===== config.mk =====
export PLATFORM = sky130hd
export DESIGN_NAME = circ_duo_rsc_enc
export DESIGN_NICKNAME = d
export VERILOG_FILES = /design/src/rtl/duo_rsc_pkg.sv /design/src/rtl/duo_rsc_step.sv /design/src/rtl/duo_circ_lut.sv /design/src/rtl/duo_couple_store.sv /design/src/rtl/circ_duo_rsc_enc.sv
export SDC_FILE = /design/constraint.sdc
export NUM_CORES = 1
export LEC_CHECK = 0
export ABC_AREA = 1
export ABC_CLOCK_PERIOD_IN_PS = 1100
export BUFFER_PORTS_ARGS = -buffer_cell sky130_fd_sc_hd__buf_2
export CAP_MARGIN = 5
export CORE_MARGIN = 5
export CORE_UTILIZATION = 50
export CTS_CLUSTER_DIAMETER = 150
export CTS_CLUSTER_SIZE = 16
export DETAILED_ROUTE_END_ITERATION = 10
export PLACE_DENSITY = 0.66
export REMOVE_ABC_BUFFERS = 1
export SLEW_MARGIN = 20
export SYNTH_ARGS = -nofsm -noshare
export SYNTH_HDL_FRONTEND = slang
export SYNTH_SLANG_ARGS = --single-unit

===== constraint.sdc =====
create_clock -name clk -period 1.1 [get_ports clk]
set_input_delay 0.055 -clock clk [delete_from_list [all_inputs] [get_ports clk]]
set_output_delay 0.055 -clock clk [all_outputs]
set_load 0.005 [all_outputs]

===== src/rtl/duo_rsc_pkg.sv =====
package duo_rsc_pkg;

  typedef logic [2:0] trellis_t;

  typedef enum logic [2:0] {
    PH_IDLE = 3'd0,
    PH_LOAD = 3'd1,
    PH_CALC = 3'd2,
    PH_ENC  = 3'd3,
    PH_FIN  = 3'd4
  } phase_t;

  // Parity pair {Y, W} for one couple, from the state before the step.
  function automatic logic [1:0] parity_pair(input trellis_t st, input logic a, input logic b);
    logic f;
    f = a ^ b ^ st[2] ^ st[0];
    return {f ^ st[1] ^ st[0], f ^ st[0]};
  endfunction

endpackage


===== src/rtl/duo_rsc_step.sv =====
module duo_rsc_step
  import duo_rsc_pkg::*;
(
  input  trellis_t st,
  input  logic     a,
  input  logic     b,
  output trellis_t nxt
);
  logic fbk;

  always_comb begin
    fbk = a ^ b ^ st[2] ^ st[0];
    nxt = {fbk, st[2] ^ b, st[1] ^ b};
  end
endmodule


===== src/rtl/duo_circ_lut.sv =====
module duo_circ_lut
  import duo_rsc_pkg::*;
(
  input  trellis_t   fin,
  input  logic [2:0] mrem,
  output trellis_t   circ
);
  logic [23:0] row;
  logic [23:0] sh;

  always_comb begin
    unique case (mrem)
      3'd1:    row = {3'd5, 3'd3, 3'd1, 3'd7, 3'd2, 3'd4, 3'd6, 3'd0};
      3'd2:    row = {3'd1, 3'd2, 3'd6, 3'd5, 3'd4, 3'd7, 3'd3, 3'd0};
      3'd3:    row = {3'd4, 3'd1, 3'd7, 3'd2, 3'd6, 3'd3, 3'd5, 3'd0};
      3'd4:    row = {3'd3, 3'd7, 3'd2, 3'd6, 3'd5, 3'd1, 3'd4, 3'd0};
      3'd5:    row = {3'd6, 3'd4, 3'd3, 3'd1, 3'd7, 3'd5, 3'd2, 3'd0};
      3'd6:    row = {3'd2, 3'd5, 3'd4, 3'd3, 3'd1, 3'd6, 3'd7, 3'd0};
      default: row = 24'd0;
    endcase
    sh   = row >> (5'(fin) * 5'd3);
    circ = sh[2:0];
  end
endmodule


===== src/rtl/duo_couple_store.sv =====
module duo_couple_store #(
  parameter int NBYTES = 16,
  parameter int BW     = $clog2(NBYTES),
  parameter int CW     = BW + 2
) (
  input  logic          clk,
  input  logic          wr_en,
  input  logic [BW-1:0] wr_addr,
  input  logic [7:0]    wr_byte,
  input  logic [CW-1:0] rd_couple,
  output logic          rd_a,
  output logic          rd_b
);
  logic [7:0] mem [NBYTES];
  logic [7:0] rd_byte;
  logic [2:0] pos;

  always_ff @(posedge clk) begin
    if (wr_en) mem[wr_addr] <= wr_byte;
  end

  always_comb begin
    rd_byte = mem[rd_couple[CW-1:2]];
    pos     = {rd_couple[1:0], 1'b0};
    rd_a    = rd_byte[3'd7 - pos];
    rd_b    = rd_byte[3'd6 - pos];
  end
endmodule


===== src/rtl/circ_duo_rsc_enc.sv =====
module circ_duo_rsc_enc
  import duo_rsc_pkg::*;
#(
  parameter int MAX_N  = 64,
  parameter int NW     = $clog2(MAX_N + 1),
  localparam int CW     = $clog2(MAX_N),
  localparam int NBYTES = MAX_N / 4,
  localparam int BW     = CW - 2
) (
  input  logic          clk,
  input  logic          rst_n,
  input  logic          in_valid,
  input  logic          in_first,
  input  logic          in_last,
  input  logic [7:0]    in_byte,
  input  logic [NW-1:0] blk_n,
  output logic          busy,
  output logic          out_valid,
  output logic          out_first,
  output logic          out_last,
  output logic          out_a,
  output logic          out_b,
  output logic          out_y,
  output logic          out_w,
  output logic          err_len,
  output logic          tail_ok
);
  // Reset: asserted asynchronously, released through two flops.
  logic [1:0] rsync_q;
  logic       rst_s_n;
  always_ff @(posedge clk or negedge rst_n) begin
    if (!rst_n) rsync_q <= 2'b00;
    else        rsync_q <= {rsync_q[0], 1'b1};
  end
  assign rst_s_n = rsync_q[1];

  phase_t        ph_q, ph_d;
  logic [NW-1:0] n_q, n_d;
  logic [BW-1:0] cnt_q, cnt_d;
  logic [CW-1:0] idx_q, idx_d;
  trellis_t      pre_q, pre_d, st_q, st_d, circ_q, circ_d;
  logic          ov_q, ov_d, of_q, of_d, ol_q, ol_d;
  logic          oa_q, oa_d, ob_q, ob_d, oy_q, oy_d, ow_q, ow_d;
  logic          err_q, err_d, ok_q, ok_d;

  logic          accept, start;
  logic [BW-1:0] wr_addr;
  trellis_t      chain [5];
  trellis_t      enc_nxt, lut_out;
  logic          cur_a, cur_b;
  logic [1:0]    par;
  logic [2:0]    mrem;
  logic          at_last;

  assign start   = in_valid && in_first && (ph_q == PH_IDLE);
  assign accept  = start || (in_valid && (ph_q == PH_LOAD));
  assign wr_addr = start ? '0 : cnt_q;
  assign chain[0] = start ? 3'd0 : pre_q;

  // Zero-state pre-encoding: four trellis steps per byte, MSB couple first.
  for (genvar k = 0; k < 4; k++) begin : g_pre
    duo_rsc_step u_step (
      .st (chain[k]),
      .a  (in_byte[7-2*k]),
      .b  (in_byte[6-2*k]),
      .nxt(chain[k+1])
    );
  end

  duo_couple_store #(.NBYTES(NBYTES), .BW(BW), .CW(CW)) u_store (
    .clk      (clk),
    .wr_en    (accept),
    .wr_addr  (wr_addr),
    .wr_byte  (in_byte),
    .rd_couple(idx_q),
    .rd_a     (cur_a),
    .rd_b     (cur_b)
  );

  duo_rsc_step u_enc_step (.st(st_q), .a(cur_a), .b(cur_b), .nxt(enc_nxt));

  assign mrem = 3'(n_q % 7);
  duo_circ_lut u_lut (.fin(pre_q), .mrem(mrem), .circ(lut_out));

  assign par     = parity_pair(st_q, cur_a, cur_b);
  assign at_last = ({1'b0, idx_q} == (n_q - 1'b1));

  always_comb begin
    ph_d = ph_q;  n_d = n_q;  cnt_d = cnt_q;  idx_d = idx_q;
    pre_d = pre_q;  st_d = st_q;  circ_d = circ_q;
    ov_d = 1'b0;  of_d = 1'b0;  ol_d = 1'b0;
    oa_d = 1'b0;  ob_d = 1'b0;  oy_d = 1'b0;  ow_d = 1'b0;
    err_d = err_q;  ok_d = ok_q;
    if (accept) begin
      pre_d = chain[4];
      cnt_d = wr_addr + 1'b1;
      if (start) begin
        n_d = blk_n;  err_d = 1'b0;  ok_d = 1'b0;
      end
      ph_d = in_last ? PH_CALC : PH_LOAD;
    end
    unique case (ph_q)
      PH_CALC: begin
        if (mrem == 3'd0) begin
          err_d = 1'b1;
          ph_d  = PH_IDLE;
        end else begin
          st_d   = lut_out;
          circ_d = lut_out;
          idx_d  = '0;
          ph_d   = PH_ENC;
        end
      end
      PH_ENC: begin
        ov_d = 1'b1;  oa_d = cur_a;  ob_d = cur_b;
        oy_d = par[1];  ow_d = par[0];
        of_d = (idx_q == '0);
        ol_d = at_last;
        st_d = enc_nxt;
        idx_d = idx_q + 1'b1;
        if (at_last) ph_d = PH_FIN;
      end
      PH_FIN: begin
        ok_d = (st_q == circ_q);
        ph_d = PH_IDLE;
      end
      default: ;
    endcase
  end

  always_ff @(posedge clk or negedge rst_s_n) begin
    if (!rst_s_n) begin
      ph_q <= PH_IDLE;  n_q <= '0;  cnt_q <= '0;  idx_q <= '0;
      pre_q <= '0;  st_q <= '0;  circ_q <= '0;
      ov_q <= 1'b0;  of_q <= 1'b0;  ol_q <= 1'b0;
      oa_q <= 1'b0;  ob_q <= 1'b0;  oy_q <= 1'b0;  ow_q <= 1'b0;
      err_q <= 1'b0;  ok_q <= 1'b0;
    end else begin
      ph_q <= ph_d;  n_q <= n_d;  cnt_q <= cnt_d;  idx_q <= idx_d;
      pre_q <= pre_d;  st_q <= st_d;  circ_q <= circ_d;
      ov_q <= ov_d;  of_q <= of_d;  ol_q <= ol_d;
      oa_q <= oa_d;  ob_q <= ob_d;  oy_q <= oy_d;  ow_q <= ow_d;
      err_q <= err_d;  ok_q <= ok_d;
    end
  end

  assign busy      = (ph_q != PH_IDLE);
  assign out_valid = ov_q;
  assign out_first = of_q;
  assign out_last  = ol_q;
  assign out_a     = oa_q;
  assign out_b     = ob_q;
  assign out_y     = oy_q;
  assign out_w     = ow_q;
  assign err_len   = err_q;
  assign tail_ok   = ok_q;

  // couples only appear while a block is in progress
  a_r6_valid_in_block: assert property (@(posedge clk) disable iff (!rst_s_n)
    ov_q |-> (ph_q != PH_IDLE));
  // the stream opens with its first marker
  a_r6_first_opens: assert property (@(posedge clk) disable iff (!rst_s_n)
    $rose(ov_q) |-> of_q);
  // nothing follows the last couple
  a_r6_last_closes: assert property (@(posedge clk) disable iff (!rst_s_n)
    ol_q |=> !ov_q);
  // a rejected length produces no output
  a_r7_err_silent: assert property (@(posedge clk) disable iff (!rst_s_n)
    err_q |-> !ov_q);
  // a zero final state maps to the zero start state
  a_r5_zero_fixed: assert property (@(posedge clk) disable iff (!rst_s_n)
    (ph_q == PH_CALC && pre_q == 3'd0 && mrem != 3'd0) |=> (st_q == 3'd0));
  // the trellis closes on its start state at the end of every pass
  a_r8_tail_closes: assert property (@(posedge clk) disable iff (!rst_s_n)
    (ph_q == PH_FIN) |=> ok_q);
endmodule


Yosys cells after proc, flatten, opt, wreduce, memory -nomap -nowiden
Memory sizes are Yosys's and may differ from the RTL's.
Cells that the tools add are included.
- memories: 1
- output and inout bits: 10
- bits in writable memories: 128
- flip-flop bits (word level): 40
- input port bits: 20
- bitwise logic cells: 29
- shift operators: 1
- $lt $le $gt $ge: 2
- divide/modulo/power cells: 1
- eq/ne operators: 13
- $add $sub $neg: 5
- reduce and logical (&&, ||, !) cells: 15
- mux-type cells: 32
- multiply operators: 1
- memory list (memory ; depth ; width ; rd ports ; clocked after memory_dff ; write ports ; line ; text):
    u_store.mem ; 16 ; 8 ; 1 ; 0 ; 1 ; duo_couple_store.sv:14 ; logic [7:0] mem [NBYTES];
- operators by type and width (kind ; number):
    24-bit case mux with 6 select lines ; 1
    7-bit by 3-bit modulo with 32-bit output, second input constant ; 1
    1-bit bitwise XOR ; 28
    24-bit by 5-bit >> shifter with 3-bit output ; 1
    1-bit two-way mux ; 18
    3-bit by 2-bit == test with 1-bit output, second input constant ; 4
    3-bit == test, second input constant ; 4
    3-bit two-way mux ; 4
    6-bit case mux with 2 select lines ; 1
    3-bit case mux with 3 select lines ; 1
    3-bit by 4-bit less-than comparator with 1-bit output, second input constant ; 2
    2-bit AND reduction ; 4
    6-bit by 7-bit == test with 1-bit output ; 1
    7-bit by 1-bit subtractor with 7-bit output, second input constant ; 1
    6-bit by 1-bit adder with 6-bit output, second input constant ; 1
    1-bit binary-select mux with 3-bit select ; 2
    3-bit by 1-bit == test with 1-bit output, second input constant ; 2
    3-bit zero test ; 2
    6-bit zero test ; 1
    6-bit two-way mux ; 1
    3-bit case mux with 2 select lines ; 1
    2-bit nonzero test ; 3
    3-bit subtractor, first input constant ; 2
    3-bit by 2-bit multiplier with 5-bit output, second input constant ; 1
    9 further kinds ; 12

Logic depth before layout (Yosys ltp)
- word-level depth: 11
- gate-level depth with buffers: 32
- depth with buffers taken out: 31

Modules after synthesis
Synthesis repeated with hierarchy kept, for this count alone.
- cells, all modules: 957
- area total of the unflattened synthesis: 8625.8 µm²
- by module, submodules not included (module ; area an instance (µm²) ; seq. area each (µm²) ; instances ; cells each):
    duo_couple_store ; 5305.1 ; 3843.7 ; 1 ; 457
    circ_duo_rsc_enc ; 2546.2 ; 1001.0 ; 1 ; 334
    duo_rsc_step ; 92.6 ; 0.0 ; 5 ; 21
    duo_circ_lut ; 311.5 ; 0.0 ; 1 ; 61

Least setup slack after synthesis
Ideal clock, no wire load.
- kind: reg2reg
- start: register n_q[4]
- end: register circ_q[0]
- period minus slack after synthesis: 3.626 ns
- slack: -2.526 ns
- buffers on the path: 1
- library setup time: 0.118 ns
- cell stages (with the launch flop): 31
- arrival: 3.508 ns
- data required time: 0.982 ns
- cells stage by stage: dfrtp_1 > buf_6 > nand2_1 > inv_1 > ha_1 > inv_1 > nand3_1 > nand2_2 > nand3_2 > nand2_2 > nand4_1 > nand2_1 > nand2_1 > and2_1 > ha_1 > nand3_2 > nand3_2 > xor2_1 > ha_1 > xor2_2 > nand2_1 > nand2_2 > nand2_2 > nand3_1 > nand3_1 > nand2_1 > inv_1 > nand2_1 > nand2_1 > nand2_1 > nand2_1
- cells in the longest elaborated chain, start to end: 4
- ends and longest elaborated chain (what ; line ; text):
    from (decl) ; circ_duo_rsc_enc.sv:38 ; logic [NW-1:0] n_q, n_d;
    from (signal assigned) ; circ_duo_rsc_enc.sv:139 ; ph_q <= ph_d; n_q <= n_d; cnt_q <= cnt_d; idx_q <= idx_d;
    7-bit by 3-bit modulo with 32-bit output (*) ; circ_duo_rsc_enc.sv:82 ; assign mrem = 3'(n_q % 7);
    3-bit == test (tied with other cells) ; duo_circ_lut.sv:12 ; unique case (mrem)
    24-bit case mux with 6 select lines or 1-bit NOT (tied branches) ; - ;
    24-bit by 5-bit >> shifter with 3-bit output or 2-bit AND reduction (tied branches) ; - ;
    to (signal assigned) ; circ_duo_rsc_enc.sv:140 ; pre_q <= pre_d; st_q <= st_d; circ_q <= circ_d;
    to (decl) ; circ_duo_rsc_enc.sv:41 ; trellis_t pre_q, pre_d, st_q, st_d, circ_q, circ_d;
Mark *: on every way between the ends. The rest lies on a longest branch, timed or not.
A chain may end at the register's enable or synchronous reset.

Final worst setup path
- start: register n_q[5]
- end: register st_q[1]
- cells in the longest elaborated chain, start to end: 6
- ends and longest elaborated chain (what ; line ; text):
    7-bit by 3-bit modulo with 32-bit output (*) ; circ_duo_rsc_enc.sv:82 ;
    3-bit == test (tied with other cells) ; duo_circ_lut.sv:12 ;
    24-bit case mux with 6 select lines ; duo_circ_lut.sv:12 ;
    24-bit by 5-bit >> shifter with 3-bit output ; duo_circ_lut.sv:21 ; sh = row >> (5'(fin) * 5'd3);
    3-bit two-way mux ; circ_duo_rsc_enc.sv:104 ; if (mrem == 3'd0) begin
    3-bit case mux with 2 select lines ; circ_duo_rsc_enc.sv:102 ; unique case (ph_q)
    to (signal assigned) ; circ_duo_rsc_enc.sv:140 ;
    to (decl) ; circ_duo_rsc_enc.sv:41 ;
Mark *: on every way between the ends. The rest lies on a longest branch, timed or not. The select of a mux whose other input is x is not followed.

==> flow_metrics.tcl <==
set metrics [dict create \
    core-area_mm2 0.0157 \
    cellPowerDensity_mw_per_mm2 1080 \
    rows 46 \
    p_clk_share_pct 44.0 \
    hold_start "in_byte[7]" \
    diodes 0 \
    htreeDepth 4 \
    antenna_left 0 \
    r2r_setup_slack_ns -2.46 \
    crit_arrival_ns 3.93 \
    whs_path_depth 2 \
    rr_startpoint "n_q[5]$_DFFE_PN0P_" \
    slowest_stage "dfrtp_1" \
    clock_latency_ns 0.43 \
    p_int_uw 10100 \
    timing.rr.end "st_q[1]$_DFFE_PN0P_" \
    crit_path_start_kind "register" \
    cts.sinks 168 \
    cts_tree "done" \
    cp.depth 28 \
    whs_ns 0.0605 \
    syn_inst 753 \
    grt_max_degree 39 \
    ys_top_cells_by_area "edfxtp_1 48%, dfrtp_1 13%, nand2_1 5.5%, o21ai_0 5.0%, nor2_1 4.7%" \
    rsz0062_at_grt "true" \
    clock_skew_ns 0.00826 \
    die_h_um 136 \
    grt_pass1_wl_um 36500 \
    async_reset_ff_share_pct 23.8 \
    worstPathMaxFanout 8 \
    drive_above_1_share_pct 44.8 \
    hold_path_class "in2reg" \
    status "finished with violations" \
    synth_edf_count 128 \
    cts_root_buffer "clkbuf_16" \
    final_cells 1216 \
    switching_power_uw 2770 \
    cts_made_buffers 17 \
    initial_core_util_pct 50.6 \
    synth_cell_types 46 \
    hold_viol_final 0 \
    pwr-share-seq_pct 52.9 \
    crit_family "simple AND/OR/NAND/NOR gates" \
    synthToLayoutAreaGrowth_pct 51.2 \
    dp_cells 1121 \
    fin_crit_ns 3.56 \
    first_pass_iters 5 \
    drc_errors 0 \
    via_count 6912 \
    portBuffers 29 \
    whs_endpoint "u_store.mem[8][7]$_DFFE_PP_" \
    syn_avg_cell_area_um2 10.6 \
    timing.fmax_mhz 281 \
    ys_ff_latch 168 \
    p_leak_uw 0.00473 \
    post-dp-hpwl_um 14600 \
    grt_util_all_layers_pct 26.2 \
    grt_pass1_vias 7050 \
    ys_warn_count 0 \
    violations "negative setup slack" \
    setup_tns_ns -177.63 \
    drt_iter0_drc 583 \
    yosysTopAreaCell "edfxtp_1" \
    cp-end-kind "register" \
    crit_path_frequent_cell "nand2_2" \
    wl_per_cell_um 20.3 \
    comb_power_share_pct 3.1 \
    synthFlopType "edfxtp_1" \
    grt_remaining_overflow 0 \
    yosysTopAreaCellShare_pct 48.4 \
    cts.clk_slew.worst_paths_ns 0.07 \
    syn-cell-area_mm2 0.00795 \
    seq_area_frac_synth_pct 61.0 \
    finalCritPeriodShare_pct 324 \
    crit_buf_inv 3 \
    finalSetupViolations 166 \
    clock_path_buffers 2 \
    r2r_cells 28 \
    fin_ws_ns -2.46 \
    swShare_pct 21.4 \
    routed_wl_um 24600 \
    ir_worst_vdd_mv 1.23 \
    nets 1019 \
    pin_count 30 \
    p_total_uw 12900 \
    drv_cap 0 \
    place_congestion 0.897 \
    dieArea_mm2 0.0185 \
    die_x_um 136 \
    cp_slowest_stage_delay_ns 0.38 \
    slew_violations 0 \
    worstPathRequired_ns 1.47 \
    antenna_found_initial 0 \
    viasPerCell 5.68 \
    critPathKind "reg2reg" \
    final_util_pct 76.5 \
]
synth_stat cells, types with 2 or more instances:
library cell / count
o22ai_1: 21
nand4_1: 17
xnor2_1: 13
nor3_1: 6
o21ai_1: 2
ha_1: 12
o211ai_1: 3
mux2_2: 2
nand3_2: 5
edfxtp_1: 128
a21oi_2: 2
xor2_1: 22
nand3_1: 48
clkinv_1: 2
a21oi_1: 14
nand2_4: 4
buf_1: 2
o2111ai_1: 2
nor2_4: 2
o221ai_1: 13
nor2_1: 100
dfrtp_1: 40
nand2_1: 116
o21ai_0: 79
or2_2: 2
inv_2: 2
nand2_2: 11
inv_1: 41
clkbuf_1: 25
final cells by class:
type                    instances  area (um2)
repair buffers                245        2370
clock buffers                  19         433
clock inverters                13         120
inverters                      45         188
flip-flops and latches        168        4850
well taps                     216         270
multi-input cells             510        3790
fillers                       935        3700
worst max path at each step:
stage	from	endpoint	slack (ns)
floorplan	idx_q[2]$_DFFE_PN0P_	st_q[2]$_DFFE_PN0P_	-2.74
global placement	n_q[5]$_DFFE_PN0P_	st_q[0]$_DFFE_PN0P_	-2.53
detailed placement	n_q[5]$_DFFE_PN0P_	st_q[0]$_DFFE_PN0P_	-2.68
CTS	n_q[5]$_DFFE_PN0P_	st_q[0]$_DFFE_PN0P_	-2.36
global route	n_q[5]$_DFFE_PN0P_	circ_q[0]$_DFFE_PN0P_	-2.72
finish	n_q[5]$_DFFE_PN0P_	st_q[1]$_DFFE_PN0P_	-2.46
power by group through the flow:
stage	Combinational, uW	Clock, uW	Sequential (uW)
6_report	403	5680	6840
5_1_grt	432	6000	6830
4_1_cts	398	5680	6840
3_5_place_dp	356	0	6970
3_3_place_gp	344	0	6970
2_1_floorplan	103	0	6990
logic make-up (layout without fill, tap and decap cells):
group	after synthesis	in the layout	synth area share, %
AND/OR/NAND/NOR	317	317	18.4
adder cells (fa/ha/maj)	12	12	1.89
flip-flops	168	168	61.0
buffers and inverters	75	322	3.70
multiplexers	2	2	0.283
XOR/XNOR	36	36	4.06
other	1	1	0.0472
AO/OA/AOI/OAI	142	142	10.7
flip-flops by register name, indices dropped and copies added (netlist names), 2 cells and up:
signal,flops
u_store.mem,128
n_q,7
ph_q,3
idx_q,6
circ_q,3
pre_q,3
st_q,3
cnt_q,4
rsync_q,2
cells in the final DEF, fill, tap and decap left out, types with 15 or more instances in the layout:
cell type / Yosys / routed
edfxtp_1: 128 / 128
buf_4: 1 / 117
nand2_1: 116 / 91
nor2_1: 100 / 64
buf_6: 1 / 56
dfrtp_1: 40 / 37
nand3_1: 48 / 34
o21ai_0: 79 / 31
inv_1: 41 / 30
o21ai_1: 2 / 28
buf_2: 1 / 28
nor2_4: 2 / 26
nand2_2: 11 / 20
clkbuf_16: 0 / 19
xor2_1: 22 / 18
o21ai_2: 0 / 18
nand4_1: 17 / 17
o22ai_1: 21 / 15
stage by stage:
stage	instance area (um2)	setup WS, ns
6_report	12000	-2.46
5_1_grt	12000	-2.72
4_1_cts	11500	-2.36
3_5_place_dp	9440	-2.68
3_3_place_gp	9440	-2.53
2_1_floorplan	7820	-2.74
metal layers:
layer  up-vias  GRT usage (%)  share of wire (%)
met1      3441           30.8                 38
met5         -              0                  0
met3        75           6.18                5.8
li1       3132              -                  -
met2       264           45.7                 52
met4         0           11.5                3.7
worst register-to-register path: cells and delay by family (launching register included):
kind                       cells  cell delay (ns)
xor gates and xnor gates       1             0.18
and+or+nand+nor               20             2.03
buffers and inverters          3             0.18
DFF                            1             0.38
adders and majority gates      3             0.63
AOI/OAI and AO/OA              1             0.14
what timing repair did:
item / 4_1_cts / 5_1_grt
hold buffers: 12 / 0
endpoints found under the hold margin: 14 / 0
gates cloned: 4 / 2
setup endpoints to repair: 167 / 167
pin swaps: 51 / 74
resized for setup: 242 / 138
setup buffers: 41 / 21
Note: power is estimated with default switching activity, not from simulation.
